File: config.mk
export PLATFORM = sky130hd
export DESIGN_NAME = errcap_bank
export DESIGN_NICKNAME = d
export VERILOG_FILES = /design/src/rtl/errcap_pkg.sv /design/src/rtl/errcap_field.sv /design/src/rtl/errcap_flag.sv /design/src/rtl/errcap_bank.sv
export SDC_FILE = /design/constraint.sdc
export NUM_CORES = 1
export LEC_CHECK = 0
export BUFFER_PORTS_ARGS = -buffer_cell sky130_fd_sc_hd__buf_2
export CAP_MARGIN = 20
export CORE_MARGIN = 1
export CORE_UTILIZATION = 30
export CTS_CLUSTER_SIZE = 16
export DETAILED_ROUTE_END_ITERATION = 6
export GPL_TIMING_DRIVEN = 0
export PLACE_DENSITY = 0.57
export SLEW_MARGIN = 5
export SYNTH_ARGS = -nofsm -noshare
export SYNTH_HDL_FRONTEND = slang
export SYNTH_SLANG_ARGS = --single-unit
export TNS_END_PERCENT = 5
File: constraint.sdc
create_clock -name clk -period 5.3 [get_ports clk]
set_input_delay 0.265 -clock clk [delete_from_list [all_inputs] [get_ports clk]]
set_output_delay 0.265 -clock clk [all_outputs]
set_load 0.02 [all_outputs]
File: src/rtl/errcap_pkg.sv
// Package: shared register offsets and bit positions of the error capture bank.
// Assumes a 32-bit host data path and byte offsets of 12 bits.
package errcap_pkg;
    localparam int DATA_W      = 32;
    localparam int OFF_W       = 12;
    localparam logic [OFF_W-1:0] OFF_FLAG = 12'h304;
    localparam logic [OFF_W-1:0] OFF_CTL  = 12'h308;
    localparam logic [OFF_W-1:0] OFF_ID   = 12'h30C;
    // bit positions inside the control word
    localparam int CTL_FMT_LSB = 28;
    localparam int CTL_TXN_LSB = 24;
    localparam int CTL_MSG_LSB = 16;
    // bit positions inside the ID word
    localparam int ID_DST_LSB  = 16;
    localparam int ID_SRC_LSB  = 0;
endpackage

File: src/rtl/errcap_field.sv
// Module: one capture field with a strobed writer and a host writer.
// Assumes: the strobe outranks the host write; both are ignored while locked.
module errcap_field #(
    parameter int W = 4
) (
    input  logic         clk,
    input  logic         rst_n,
    input  logic         locked_i,
    input  logic         host_we_i,
    input  logic [W-1:0] host_val_i,
    input  logic         stb_i,
    input  logic [W-1:0] val_i,
    output logic [W-1:0] q_o
);
    // Field storage: strobe first, then host write, frozen while locked.
    always_ff @(posedge clk) begin
        if (!rst_n) begin
            q_o <= '0;
        end else if (!locked_i) begin
            if (stb_i) begin
                q_o <= val_i;
            end else if (host_we_i) begin
                q_o <= host_val_i;
            end
        end
    end

    p_strobe_store_r2: assert property (@(posedge clk) disable iff (!rst_n)
        (!locked_i && stb_i) |=> (q_o == $past(val_i)));
    p_locked_hold_r10: assert property (@(posedge clk) disable iff (!rst_n)
        locked_i |=> (q_o == $past(q_o)));
    p_host_overwrite_r9: assert property (@(posedge clk) disable iff (!rst_n)
        (!locked_i && !stb_i && host_we_i) |=> (q_o == $past(host_val_i)));
endmodule

File: src/rtl/errcap_flag.sv
// Module: error-detected flag that also serves as the capture lock.
// Assumes: an error pulse outranks a host write of the flag in the same cycle.
module errcap_flag (
    input  logic clk,
    input  logic rst_n,
    input  logic err_det_i,
    input  logic host_we_i,
    input  logic host_bit_i,
    output logic flag_o
);
    // Flag register: set by detect, loaded by host otherwise.
    always_ff @(posedge clk) begin
        if (!rst_n) begin
            flag_o <= 1'b0;
        end else if (err_det_i) begin
            flag_o <= 1'b1;
        end else if (host_we_i) begin
            flag_o <= host_bit_i;
        end
    end

    p_detect_sets_r7: assert property (@(posedge clk) disable iff (!rst_n)
        err_det_i |=> flag_o);
    p_host_load_r8: assert property (@(posedge clk) disable iff (!rst_n)
        (!err_det_i && host_we_i) |=> (flag_o == $past(host_bit_i)));
endmodule

File: src/rtl/errcap_bank.sv
// Module: error capture register bank (top).
// Holds the ID capture word and the control capture word, the error flag,
// and a combinational host read mux. Assumes user logic pulses the field
// strobes together with err_det_i for the error being captured.
module errcap_bank
    import errcap_pkg::*;
#(
    parameter int ID_W   = 16,
    parameter int TYPE_W = 4,
    parameter int SUB_W  = 2,
    parameter int HI_W   = 4
) (
    input  logic              clk,
    input  logic              rst_n,
    input  logic              err_det_i,
    input  logic              dst_wr_i,
    input  logic [ID_W-1:0]   dst_val_i,
    input  logic              src_wr_i,
    input  logic [ID_W-1:0]   src_val_i,
    input  logic              fmt_wr_i,
    input  logic [TYPE_W-1:0] fmt_val_i,
    input  logic              txn_wr_i,
    input  logic [TYPE_W-1:0] txn_val_i,
    input  logic              ltr_wr_i,
    input  logic [SUB_W-1:0]  ltr_val_i,
    input  logic              mbx_wr_i,
    input  logic [SUB_W-1:0]  mbx_val_i,
    input  logic              seg_wr_i,
    input  logic [HI_W-1:0]   seg_val_i,
    input  logic              xmbx_wr_i,
    input  logic [HI_W-1:0]   xmbx_val_i,
    input  logic              host_sel_i,
    input  logic              host_we_i,
    input  logic [OFF_W-1:0]  host_addr_i,
    input  logic [DATA_W-1:0] host_wdata_i,
    output logic [DATA_W-1:0] host_rdata_o
);
    localparam int MSG_W  = 2 * SUB_W + HI_W;
    localparam int LTR_LSB = CTL_MSG_LSB;
    localparam int MBX_LSB = CTL_MSG_LSB + SUB_W;
    localparam int HI_LSB  = CTL_MSG_LSB + 2 * SUB_W;

    logic locked;
    logic wr_flag, wr_ctl, wr_id;
    logic [ID_W-1:0]   dst_q, src_q;
    logic [TYPE_W-1:0] fmt_q, txn_q;
    logic [SUB_W-1:0]  ltr_q, mbx_q;
    logic [HI_W-1:0]   hi_q;
    logic              hi_stb;
    logic [HI_W-1:0]   hi_val;
    logic [MSG_W-1:0]  msg_q;

    // Host write decode per register.
    always_comb begin
        wr_flag = host_sel_i && host_we_i && (host_addr_i == OFF_FLAG);
        wr_ctl  = host_sel_i && host_we_i && (host_addr_i == OFF_CTL);
        wr_id   = host_sel_i && host_we_i && (host_addr_i == OFF_ID);
    end

    // Upper message-info nibble: segment writer outranks extended mailbox.
    always_comb begin
        hi_stb = seg_wr_i || xmbx_wr_i;
        hi_val = seg_wr_i ? seg_val_i : xmbx_val_i;
    end

    errcap_flag u_flag (
        .clk(clk), .rst_n(rst_n), .err_det_i(err_det_i),
        .host_we_i(wr_flag), .host_bit_i(host_wdata_i[0]), .flag_o(locked)
    );

    errcap_field #(.W(ID_W)) u_dst (
        .clk(clk), .rst_n(rst_n), .locked_i(locked), .host_we_i(wr_id),
        .host_val_i(host_wdata_i[ID_DST_LSB +: ID_W]),
        .stb_i(dst_wr_i), .val_i(dst_val_i), .q_o(dst_q)
    );
    errcap_field #(.W(ID_W)) u_src (
        .clk(clk), .rst_n(rst_n), .locked_i(locked), .host_we_i(wr_id),
        .host_val_i(host_wdata_i[ID_SRC_LSB +: ID_W]),
        .stb_i(src_wr_i), .val_i(src_val_i), .q_o(src_q)
    );
    errcap_field #(.W(TYPE_W)) u_fmt (
        .clk(clk), .rst_n(rst_n), .locked_i(locked), .host_we_i(wr_ctl),
        .host_val_i(host_wdata_i[CTL_FMT_LSB +: TYPE_W]),
        .stb_i(fmt_wr_i), .val_i(fmt_val_i), .q_o(fmt_q)
    );
    errcap_field #(.W(TYPE_W)) u_txn (
        .clk(clk), .rst_n(rst_n), .locked_i(locked), .host_we_i(wr_ctl),
        .host_val_i(host_wdata_i[CTL_TXN_LSB +: TYPE_W]),
        .stb_i(txn_wr_i), .val_i(txn_val_i), .q_o(txn_q)
    );
    errcap_field #(.W(SUB_W)) u_ltr (
        .clk(clk), .rst_n(rst_n), .locked_i(locked), .host_we_i(wr_ctl),
        .host_val_i(host_wdata_i[LTR_LSB +: SUB_W]),
        .stb_i(ltr_wr_i), .val_i(ltr_val_i), .q_o(ltr_q)
    );
    errcap_field #(.W(SUB_W)) u_mbx (
        .clk(clk), .rst_n(rst_n), .locked_i(locked), .host_we_i(wr_ctl),
        .host_val_i(host_wdata_i[MBX_LSB +: SUB_W]),
        .stb_i(mbx_wr_i), .val_i(mbx_val_i), .q_o(mbx_q)
    );
    errcap_field #(.W(HI_W)) u_hi (
        .clk(clk), .rst_n(rst_n), .locked_i(locked), .host_we_i(wr_ctl),
        .host_val_i(host_wdata_i[HI_LSB +: HI_W]),
        .stb_i(hi_stb), .val_i(hi_val), .q_o(hi_q)
    );

    // Message-info assembly: upper nibble, mailbox, letter.
    always_comb msg_q = {hi_q, mbx_q, ltr_q};

    // Host read mux; unmapped offsets and reserved bits read zero.
    always_comb begin
        host_rdata_o = '0;
        if (host_sel_i) begin
            if (host_addr_i == OFF_FLAG) begin
                host_rdata_o[0] = locked;
            end else if (host_addr_i == OFF_CTL) begin
                host_rdata_o[CTL_FMT_LSB +: TYPE_W] = fmt_q;
                host_rdata_o[CTL_TXN_LSB +: TYPE_W] = txn_q;
                host_rdata_o[CTL_MSG_LSB +: MSG_W]  = msg_q;
            end else if (host_addr_i == OFF_ID) begin
                host_rdata_o[ID_DST_LSB +: ID_W] = dst_q;
                host_rdata_o[ID_SRC_LSB +: ID_W] = src_q;
            end
        end
    end

    p_seg_wins_r5: assert property (@(posedge clk) disable iff (!rst_n)
        (!locked && seg_wr_i) |=> (hi_q == $past(seg_val_i)));
    p_xmbx_store_r6: assert property (@(posedge clk) disable iff (!rst_n)
        (!locked && xmbx_wr_i && !seg_wr_i) |=> (hi_q == $past(xmbx_val_i)));
    p_lock_freeze_r7: assert property (@(posedge clk) disable iff (!rst_n)
        locked |=> (msg_q == $past(msg_q) && dst_q == $past(dst_q)));
    p_idle_read_r11: assert property (@(posedge clk) disable iff (!rst_n)
        !host_sel_i |-> (host_rdata_o == '0));
endmodule

# Word level (Yosys, flattened, before mapping)
# Index checks and enable logic that the tools add are counted.
# W data, S select, Z words.
[totals] reg_bits=49 inputBits=109 wordCells=55
[op_classes] n_eq_ne=3 n_mux=23 bitwise=1 reduce_logical=20
[op_table] op="$mux W16" n=6
[op_table] op="$mux W32" n=2
[op_table] op="$eq A12 B10 Y1 const B" n=3
[op_table] op="$mux W31" n=1
[op_table] op="$mux W4" n=7
[op_table] op="$reduce_bool A2 Y1" n=8
[op_table] op="$reduce_and A2 Y1" n=7
[op_table] op="$mux W2" n=4
[op_table] op="$logic_and A1 B1 Y1" n=4
[op_table] op="$mux W1" n=3
[op_table] op="$logic_or A1 B1 Y1" n=1
[op_table] op="$not A1 Y1" n=1

# Longest topological paths before layout
# Gate-level depths: netlist (run 1).
[depth] word_depth=5 mapped_depth=7 mapped_depth_nobuf=4

# Modules after synthesis
# From an unflattened synthesis (run 1), not the netlist that was laid out.
[hier_totals] hier_cells=326 hier_area_um2=3375.7
[by_module_without_submodules] mod="errcap_field (u_dst ...)" n_inst=2 cells_per_inst=74 area_per_inst_um2=788.3 seq_area_each_um2=320.3
[by_module_without_submodules] mod="errcap_bank" n_inst=1 cells_per_inst=100 area_per_inst_um2=908.4 seq_area_each_um2=0.0
[by_module_without_submodules] mod="errcap_field (u_fmt ...)" n_inst=3 cells_per_inst=19 area_per_inst_um2=219.0 seq_area_each_um2=80.1
[by_module_without_submodules] mod="errcap_field (u_ltr ...)" n_inst=2 cells_per_inst=9 area_per_inst_um2=97.6 seq_area_each_um2=40.0
[by_module_without_submodules] mod="errcap_flag" n_inst=1 cells_per_inst=3 area_per_inst_um2=38.8 seq_area_each_um2=20.0

# Least setup slack after synthesis (run 1)
# OpenSTA, ideal clock, no wires.
[synth_timing] path_type="input to output" startpoint="input host_addr_i[7]" endpoint="output host_rdata_o[21]" arrival_ns=1.897 slack_ns=3.138 cell_stages=6 path_cell_list="or4_4 > buf_6 > nor4_4 > buf_2 > a22oi_1 > nor2_1"
[synth_between] elab_chain_cells=5 elab_cells_between_ends=7 classes_between="eq/ne: 3; mux: 4"
[synth_lines] item="start, declared" line="errcap_bank.sv:34" source="input logic [OFF_W-1:0] host_addr_i,"
[synth_lines] item="$eq A12 B10 Y1" line="errcap_bank.sv:120" source="end else if (host_addr_i == OFF_ID) begin"
[synth_lines] item="$mux W32" line="errcap_bank.sv:120"
[synth_lines] item="$mux W16" line="errcap_bank.sv:116" source="end else if (host_addr_i == OFF_CTL) begin"
[synth_lines] item="$mux W31 (*)" line="errcap_bank.sv:114" source="if (host_addr_i == OFF_FLAG) begin"
[synth_lines] item="$mux W32 (*)" line="errcap_bank.sv:113" source="if (host_sel_i) begin"
[synth_lines] item="end, declared" line="errcap_bank.sv:36" source="output logic [DATA_W-1:0] host_rdata_o"
# Mark *: on every way between the ends. The rest lies on a longest branch, timed or not.

# Final worst setup path (run 1)
[layout_timing] startpoint="input host_addr_i[7]" endpoint="output host_rdata_o[22]"
# The elaborated chain is that of the path after synthesis.

==> results of run 1 <==
-- logic make-up (layout without fill, tap and decap cells) --
family	count (synthesis)	in the layout	synth area share
simple gates	90	90	0.1648
buf+inv	32	175	0.05618
flops	49	49	0.3287
compound gates	92	92	0.2306
mux	64	64	0.2197
-- layout by cell type, fill, tap and decap left out, types with 3 or more instances in the layout --
| master | count |
|---|---|
| buf_6 | 4 |
| clkbuf_8 | 6 |
| dfxtp_1 | 49 |
| buf_2 | 139 |
| mux2_2 | 12 |
| o21ai_0 | 37 |
| o211a_1 | 32 |
| a22oi_1 | 15 |
| a21oi_1 | 5 |
| nand2_1 | 36 |
| mux2i_1 | 52 |
| clkbuf_1 | 19 |
| nor2_1 | 19 |
| nor4_4 | 3 |
| and3_1 | 18 |
-- power breakdown --
group | internal (mW) | switching (mW)
combinational | 0.0853 | 0.0792
sequential | 0.397 | 0.0145
clock | 0.103 | 0.122
total | 0.586 | 0.216
-- flip-flops by register name, summed over array words and instances (netlist names) --
register	flops
u_mbx.q_o	2
u_ltr.q_o	2
u_src.q_o	16
u_hi.q_o	4
u_flag.flag_o	1
u_txn.q_o	4
u_fmt.q_o	4
u_dst.q_o	16
-- how the worst max path moves through the flow --
stage	startpoint	to	slack, ns
floorplan	host_addr_i[7]	host_rdata_o[21]	3.14
global placement	host_addr_i[7]	host_rdata_o[21]	2.70
detailed placement	host_addr_i[7]	host_rdata_o[22]	2.70
CTS	host_addr_i[7]	host_rdata_o[22]	2.70
global route	host_addr_i[7]	host_rdata_o[24]	2.61
finish	host_addr_i[7]	host_rdata_o[22]	2.74
-- per-stage QoR --
| stage | power (mW) | util | hold WS [ns] | setup WS, ns |
|---|---|---|---|---|
| after floorplan | 0.5172 | - | 0.4011 | 3.138 |
| after global placement | 0.5821 | 0.3951 | 0.4472 | 2.696 |
| after detailed placement | 0.5862 | 0.3951 | 0.4553 | 2.702 |
| after CTS | 0.8166 | 0.4044 | 0.1974 | 2.699 |
| after global routing | 0.8496 | 0.4049 | 0.2141 | 2.607 |
| final | 0.8016 | 0.4049 | 0.2154 | 2.742 |
-- metal layers --
| metal | track usage | vias up |
|---|---|---|
| met5 | 0 | - |
| met4 | 0.04125 | 0 |
| met3 | 0.03175 | 6 |
| met2 | 0.2848 | 116 |
| met1 | 0.2268 | 1332 |
| li1 | - | 1492 |
-- area by class of cell --
class | instances | area share
Sequential cell | 49 | 0.2502
Multi-Input combinational cell | 246 | 0.4681
Buffer | 30 | 0.04084
Tap cell | 133 | 0.04244
Timing Repair Buffer | 136 | 0.1736
Clock inverter | 1 | 0.001914
Clock buffer | 6 | 0.02106
Inverter | 2 | 0.001914
-- worst max-delay path, cell delays in order --
cell     delay [ns]
buf_2          0.10
or4_4          0.52
buf_6          0.16
nor4_4         0.48
buf_2          0.34
a22oi_1        0.12
nor2_1         0.13
buf_2          0.18
==> results.json, run 1 <==
{
  "h-tree-depth": 2,
  "diodes": 0,
  "max_freq_mhz": 390.9,
  "r2r_end": "u_src.q_o[6]$_SDFFE_PN0P_",
  "grt_pass1_vias": 2701,
  "hpwl_um": 6861,
  "coreArea_mm2": 0.009684,
  "required_ns": 5.04,
  "layoutNonFillerInstCount": 603,
  "synth_flop_cell": "dfxtp_1",
  "whs_endpoint": "u_flag.flag_o$_SDFFE_PN0P_",
  "hold_buffers": 0,
  "tns_ns": 0,
  "synth-async-reset-ratio": 0,
  "r2r_start": "u_flag.flag_o$_SDFFE_PN0P_",
  "cts_tree": "done",
  "syn2layout_area_growth_pct": 31.40,
  "vias_per_cell": 4.886,
  "grt_pass1_wl_um": 13540,
  "cts_buffers": 5,
  "ys_seq_elements": 49,
  "drt_pass1_iterations": 4,
  "min_path_type": "input port to flop",
  "clk_path_buf_depth": 2,
  "leakage_nw": 2.207,
  "post_drt_wl_per_cell_um": 14.64,
  "die_h_um": 101.7,
  "max_slew.worst_pin.slew_ns": 0.7507,
  "hold_depth": 2,
  "fp.dieArea_mm2": 0.01035,
  "multi_input_area_mm2": 0.001836,
  "avgSynthCellArea_um2": 9.126,
  "rr_worst_depth": 5,
  "worstHoldStart": "err_det_i",
  "grt_use_total": 0.1707,
  "drt_iter0_markers": 91,
  "seq_area_frac_synth": 0.3287,
  "cp.arrival_ns": 2.29,
  "drive_above_1_share": 0.3660,
  "syn_inst": 327,
  "highest_layer": "met4",
  "synth_edf_count": 0,
  "yosys-top-cells-area": "dfxtp_1 (33%), mux2i_1 (17%), o211a_1 (11%), o21ai_0 (6.2%), nand2_1 (4.5%)",
  "gp_congestion": 0.7677,
  "final_hold_viol_count": 0,
  "powerDensity_mw_per_mm2": 204.4,
  "yosysTopAreaCellShare": 0.3287,
  "regArea_um2": 980.9,
  "ant_nets": 0,
  "yosysMostFrequentCell": "mux2i_1",
  "die_w_um": 101.7,
  "syn-num-nets": 436,
  "cap_violations": 0,
  "end_kind": "output port",
  "rsz0062_at_grt": "false",
  "grt_max_degree": 15,
  "io_pins": 141,
  "yosys.area.top_type": "dfxtp_1",
  "cts-resized-gates": 0,
  "grt_overflow": 0,
  "io_buffers": 135,
  "setup_viol": 0,
  "root_buffer": "clkbuf_8",
  "dr_wl_met3_um": 561,
  "fin_crit_ns": 2.558,
  "fin_area_mm2": 0.003921,
  "dr_wl_met2_um": 4076,
  "cp-start-kind": "input port",
  "placedCellCount": 595,
  "finClkSkew_ns": 0.007210,
  "nets": 579,
  "r2r_setup_slack_ns": 3.50,
  "totalWireLength_um": 8827,
  "rows": 36,
  "path_clk_slew_ns": 0.09,
  "synthTopCellsByCount": "mux2i_1 (52), dfxtp_1 (49), o21ai_0 (37)",
  "dpl-instance-area_mm2": 0.003826,
  "n_fill_cell": 1000,
  "vdd_drop_max_v": 0.00008299,
  "status": "complete, no violations",
  "vias": 2946,
  "period_share": 0.4826,
  "cts_sinks": 49,
  "antenna_found_initial": 0,
  "wl_met1_um": 4099,
  "start_util": 0.3081,
  "ys_warn_count": 0,
  "insertion_delay_ns": 0.29,
  "relSlewSlack": 0.4995,
  "drv_slew": 0,
  "netlist_area_mm2": 0.002984,
  "path_class": "input port to output port",
  "drc": 0,
  "postCtsSetupRepairBufs": 0,
  "synth_cell_types": 33,
  "path_max_fanout": 10
}
No activity file was read; power rests on OpenSTA's default activity.
==> run 2: changes to the inputs <==
--- a/config.mk
+++ b/config.mk
@@ -5,6 +5,7 @@
 export SDC_FILE = /design/constraint.sdc
 export NUM_CORES = 1
 export LEC_CHECK = 0
+export ABC_AREA = 1
 export BUFFER_PORTS_ARGS = -buffer_cell sky130_fd_sc_hd__buf_2
 export CAP_MARGIN = 20
 export CORE_MARGIN = 1
@@ -12,7 +13,7 @@
 export CTS_CLUSTER_SIZE = 16
 export DETAILED_ROUTE_END_ITERATION = 6
 export GPL_TIMING_DRIVEN = 0
-export PLACE_DENSITY = 0.57
+export PLACE_DENSITY = 0.56
 export SLEW_MARGIN = 5
 export SYNTH_ARGS = -nofsm -noshare
 export SYNTH_HDL_FRONTEND = slang
==> constraint.sdc (replaced) <==
create_clock -name clk -period 2.5 [get_ports clk]
set_input_delay 0.125 -clock clk [delete_from_list [all_inputs] [get_ports clk]]
set_output_delay 0.125 -clock clk [all_outputs]
set_load 0.02 [all_outputs]
==> run 2 against run 1 <==
Against the previous run:
- clock skew fell by 0.0036 ns
- utilization rose by 0.42 points
- sequential cell count did not move
- critical path type unchanged
==> results.json, run 2 <==
{
  "status": "complete, no violations",
  "period_share": 0.6776,
  "dpl-instance-area_mm2": 0.003971,
  "cts_tree": "done",
  "synth_cell_types": 24,
  "wl_met1_um": 4716,
  "cpMaxStageDelayCell": "buf_2",
  "synth_edf_count": 0,
  "grt_overflow": 0,
  "cts_buffers": 5,
  "nets": 716,
  "relSlewSlack": 0.6273,
  "dr_wl_met2_um": 4656,
  "syn2layout_area_growth_pct": 29.94,
  "vias_per_cell": 4.819,
  "fin_crit_ns": 1.694,
  "ys_warn_count": 0,
  "die_h_um": 104.2,
  "synth_flop_cell": "dfxtp_1",
  "most-common-layout-cells": "buf_2 (142), nand2_1 (94), nand3_1 (72), nor2_1 (70), a21oi_1 (69)",
  "diodes": 0,
  "max_freq_mhz": 590.3,
  "final_hold_viol_count": 0,
  "grt_pass1_wl_um": 16790,
  "min_path_type": "input port to flop",
  "gp_congestion": 0.8212,
  "grt_max_degree": 15,
  "avgSynthCellArea_um2": 6.726,
  "yosysMostFrequentCell": "nand2_1",
  "seq_area_frac_synth": 0.3130,
  "leakage_nw": 2.052,
  "insertion_delay_ns": 0.30,
  "setup_viol": 0,
  "post_drt_wl_per_cell_um": 13.82,
  "io_pins": 141,
  "highest_layer": "met4",
  "start_util": 0.3149,
  "layoutNonFillerInstCount": 741,
  "tns_ns": 0,
  "crit_path_max_incr_delay_ns": 0.29,
  "synth-async-reset-ratio": 0,
  "cp-start-kind": "input port",
  "finClkSkew_ns": 0.003629,
  "yosys-top-cells-area": "dfxtp_1 (31%), mux2i_1 (14%), nand3_1 (11%), nand2_1 (11%), a21oi_1 (11%)",
  "grt_pass1_vias": 3439,
  "syn_inst": 466,
  "hold_buffers": 0,
  "cts_sinks": 49,
  "drt_iter0_markers": 147,
  "yosys.area.top_type": "dfxtp_1",
  "netlist_area_mm2": 0.003134,
  "vias": 3571,
  "hpwl_um": 7831,
  "dr_wl_met3_um": 719,
  "yosysTopAreaCellShare": 0.3130,
  "io_buffers": 134,
  "cap_violations": 0,
  "postCtsSetupRepairBufs": 0,
  "placedCellCount": 733,
  "synthTopCellsByCount": "nand2_1 (94), nand3_1 (72), nor2_1 (70)",
  "reg_top3": "u_dst.q_o (16), u_src.q_o (16)",
  "drv_slew": 0,
  "finalHoldWorstSlack_ns": 0.1310,
  "drc": 0,
  "root_buffer": "clkbuf_8",
  "clk_path_buf_depth": 2,
  "path_clk_slew_ns": 0.09,
  "end_kind": "output port",
  "coreArea_mm2": 0.009955,
  "totalWireLength_um": 10240,
  "ant_nets": 0,
  "path_class": "input port to output port",
  "drive_above_1_share": 0.2813,
  "rsz0062_at_grt": "false",
  "ys_seq_elements": 49,
  "fp.dieArea_mm2": 0.01086,
  "syn-num-nets": 575,
  "rows": 36,
  "final_common_cell": "buf_2",
  "required_ns": 2.38,
  "path_max_fanout": 10,
  "antenna_found_initial": 0,
  "cp.arrival_ns": 1.57,
  "die_w_um": 104.2,
  "h-tree-depth": 2,
  "cts-resized-gates": 0,
  "fin_area_mm2": 0.004073,
  "powerDensity_mw_per_mm2": 441.6,
  "grt_use_total": 0.1924,
  "cp_cell_sequence": "buf_2, nor2_1, nand2_1, nor2_4, buf_6, nand2_1, nand2_1, buf_2, a21oi_1, buf_2",
  "drt_pass1_iterations": 4,
  "vdd_drop_max_v": 0.0002013,
  "max_slew.worst_pin.slew_ns": 0.5591
}
-- run 2: cell count changes in the layout (fill, tap and decap cells not counted), sizes merged, moves of 4 or more --
cell    before  now
o211a       32    0
a22oi       15    0
nor4         4    0
nand3        1   74
and3        18    0
buf        145  162
mux2i       52   44
clkbuf      27   18
nor2        19   71
o21ai       37    5
mux2        12    0
a21oi        5   69
inv          2   12
nand2       36   97
-- run 2: worst max-delay path, delay by kind of cell --
family	cells	cell delay (ns)
AOI/OAI and AO/OA	1	0.12
and+or+nand+nor	5	0.59
buffers and inverters	4	0.73
-- run 2: path summary, 6_finish.rpt --
kind	startpoint	endpoint	slack [ns]	cells after the start
hold reg to reg	u_dst.q_o[1]$_SDFFE_PN0P_	u_dst.q_o[1]$_SDFFE_PN0P_	0.48	2
setup / recovery	host_addr_i[5]	host_rdata_o[19]	0.81	10
hold / removal	err_det_i	u_flag.flag_o$_SDFFE_PN0P_	0.13	4
setup reg to reg	u_flag.flag_o$_SDFFE_PN0P_	u_fmt.q_o[1]$_SDFFE_PN0P_	1.04	5
-- run 2: kinds of logic (layout without fill, tap and decap cells) --
group                  count (synthesis)  after routing  share of synthesized area
muxes                                 44             44                     0.1405
buffers and inverters                 52            194                    0.08822
AOI/OAI and AO/OA                     74             74                     0.1182
and+or+nand+nor                      247            247                     0.3401
DFF                                   49             49                     0.3130
-- run 2: cell type report --
type,instances,area (um^2)
Clock inverter,1,5.005
Multi-Input combinational cell,365,1877
Inverter,13,48.80
Sequential cell,49,980.9
Fill cell,1096,5882
Buffer,39,227.7
Timing Repair Buffer,134,670.6
Clock buffer,7,96.34
Tap cell,133,166.4
-- run 2: per-layer routing --
layer,up-vias,global-route usage
li1,1838,-
met1,1594,0.2450
met2,127,0.3267
met3,12,0.03634
met4,0,0.06020
met5,-,0
-- run 2: report_power, final --
group	leakage (nW)	internal (mW)	switching (mW)	total [mW]
Sequential	0.406	0.845	0.0317	0.877
Combinational	1.59	0.182	0.231	0.412
Clock	0.0542	0.250	0.259	0.509
-- run 2: through the flow --
step / util / worst slack (ns) / total power, mW
2_1_floorplan: - / 1.128 / 1.148
3_3_place_gp: 0.3989 / 0.8337 / 1.300
3_5_place_dp: 0.3989 / 0.8373 / 1.307
4_1_cts: 0.4091 / 0.8225 / 1.819
5_1_grt: 0.4091 / 0.7016 / 1.903
6_report: 0.4091 / 0.8061 / 1.798
==> run 3: changes to the inputs <==
==> constraint.sdc (replaced) <==
create_clock -name clk -period 1.7 [get_ports clk]
set_input_delay 0.085 -clock clk [delete_from_list [all_inputs] [get_ports clk]]
set_output_delay 0.085 -clock clk [all_outputs]
set_load 0.02 [all_outputs]
==> run 3 against run 2 <==
Against the previous run:
- via count barely moved
- wire length barely moved
- combinational power rose by 47%
- non-clock buffer count did not move
- global-route usage did not move
- register-to-register slack got worse by 0.81 ns
- sequential share of layout area barely moved
- utilization rose by 0.050 points
- sequential cell count did not move
- worst setup slack got worse by 0.71 ns
==> results.json, run 3 (synthesis results as in run 2) <==
{
  "cp.arrival_ns": 1.52,
  "setup_viol": 0,
  "grt_pass1_vias": 3439,
  "gp_congestion": 0.8212,
  "clk_path_buf_depth": 2,
  "die_h_um": 104.2,
  "tns_ns": 0,
  "max_slew.worst_pin.slew_ns": 0.5527,
  "n_fill_cell": 1097,
  "cts-resized-gates": 0,
  "cts_tree": "done",
  "drv_slew": 0,
  "vdd_drop_max_v": 0.0002953,
  "grt_max_degree": 15,
  "grt_use_total": 0.1924,
  "totalWireLength_um": 10250,
  "final_common_cell": "buf_2",
  "relSlewSlack": 0.6315,
  "io_buffers": 134,
  "path_clk_slew_ns": 0.09,
  "cts_sinks": 49,
  "max_freq_mhz": 622.4,
  "antenna_found_initial": 0,
  "finClkSkew_ns": 0.005900,
  "rows": 36,
  "diodes": 0,
  "hold_buffers": 0,
  "start_util": 0.3149,
  "coreArea_mm2": 0.009955,
  "root_buffer": "clkbuf_8",
  "reg_top3": "u_dst.q_o (16), u_src.q_o (16)",
  "hold_depth": 4,
  "ant_nets": 0,
  "cap_violations": 0,
  "grt_pass1_wl_um": 16790,
  "vias": 3573,
  "cts_buffers": 5,
  "leakage_nw": 2.054,
  "status": "complete, no violations",
  "most-common-layout-cells": "buf_2 (140), nand2_1 (94), nand3_1 (72), nor2_1 (70), a21oi_1 (69)",
  "period_share": 0.9451,
  "die_w_um": 104.2,
  "drt_iter0_markers": 157,
  "fin_area_mm2": 0.004078,
  "min_path_type": "input port to flop",
  "hpwl_um": 7831,
  "vias_per_cell": 4.822,
  "drive_above_1_share": 0.2813,
  "fp.dieArea_mm2": 0.01086,
  "final_hold_viol_count": 0,
  "nets": 716,
  "path_max_fanout": 10,
  "rsz0062_at_grt": "false",
  "path_class": "input port to output port",
  "syn2layout_area_growth_pct": 30.10,
  "insertion_delay_ns": 0.30,
  "grt_overflow": 0,
  "rr_worst_depth": 5,
  "fin_crit_ns": 1.607,
  "powerDensity_mw_per_mm2": 648.6,
  "post_drt_wl_per_cell_um": 13.83,
  "postCtsSetupRepairBufs": 0,
  "io_pins": 141,
  "h-tree-depth": 2,
  "end_kind": "output port",
  "cp-start-kind": "input port",
  "drt_pass1_iterations": 4,
  "required_ns": 1.62,
  "dpl-instance-area_mm2": 0.003971,
  "drc": 0
}
[run 3: metrics by stage]
step | power, mW | util | setup WS (ns) | hold WS, ns | cells
final | 2.645 | 0.4096 | 0.09333 | 0.08660 | 741
after global routing | 2.800 | 0.4096 | 0.0005936 | 0.1277 | 741
after CTS | 2.674 | 0.4091 | 0.1025 | 0.06955 | 741
after global placement | 1.911 | 0.3989 | 0.1137 | 0.3839 | 733
after floorplan | 1.688 | - | 0.4082 | 0.2691 | 466
after detailed placement | 1.922 | 0.3989 | 0.1173 | 0.3898 | 733
[run 3: routing by layer]
metal,vias up,share of wire,GRT usage
met5,-,0,0
met4,0,0.012,0.06020
met3,10,0.065,0.03634
met2,126,0.46,0.3267
met1,1601,0.46,0.2450
li1,1836,-,-
[run 3: layout make-up]
class	instances	area (um^2)	area share
multi-input cells	365	1877	0.4603
repair buffers	134	670.6	0.1645
clock buffers	7	96.34	0.02363
inverters	13	48.80	0.01197
well taps	133	166.4	0.04081
flip-flops and latches	49	980.9	0.2406
plain buffers	39	232.7	0.05707
clock inverters	1	5.005	0.001227
[run 3: path summary, 6_finish.rpt]
check,slack (ns),end,startpoint
setup / recovery,0.09,host_rdata_o[19],host_addr_i[5]
hold / removal,0.09,u_flag.flag_o$_SDFFE_PN0P_,err_det_i
setup reg to reg,0.23,u_fmt.q_o[1]$_SDFFE_PN0P_,u_flag.flag_o$_SDFFE_PN0P_
hold reg to reg,0.48,u_dst.q_o[1]$_SDFFE_PN0P_,u_dst.q_o[1]$_SDFFE_PN0P_
[run 3: worst max-delay path, cell delays in order]
cell     delay [ns]
buf_2          0.09
nor2_1         0.09
nand2_1        0.09
nor2_4         0.19
buf_6          0.17
buf_2          0.23
nand3_1        0.09
a21oi_1        0.26
buf_2          0.22
[run 3: power breakdown]
| group | switching (mW) | total [mW] | internal (mW) |
|---|---|---|---|
| logic | 0.339 | 0.607 | 0.268 |
| clock network | 0.380 | 0.748 | 0.368 |
| registers | 0.0468 | 1.29 | 1.24 |
| total | 0.766 | 2.64 | 1.88 |
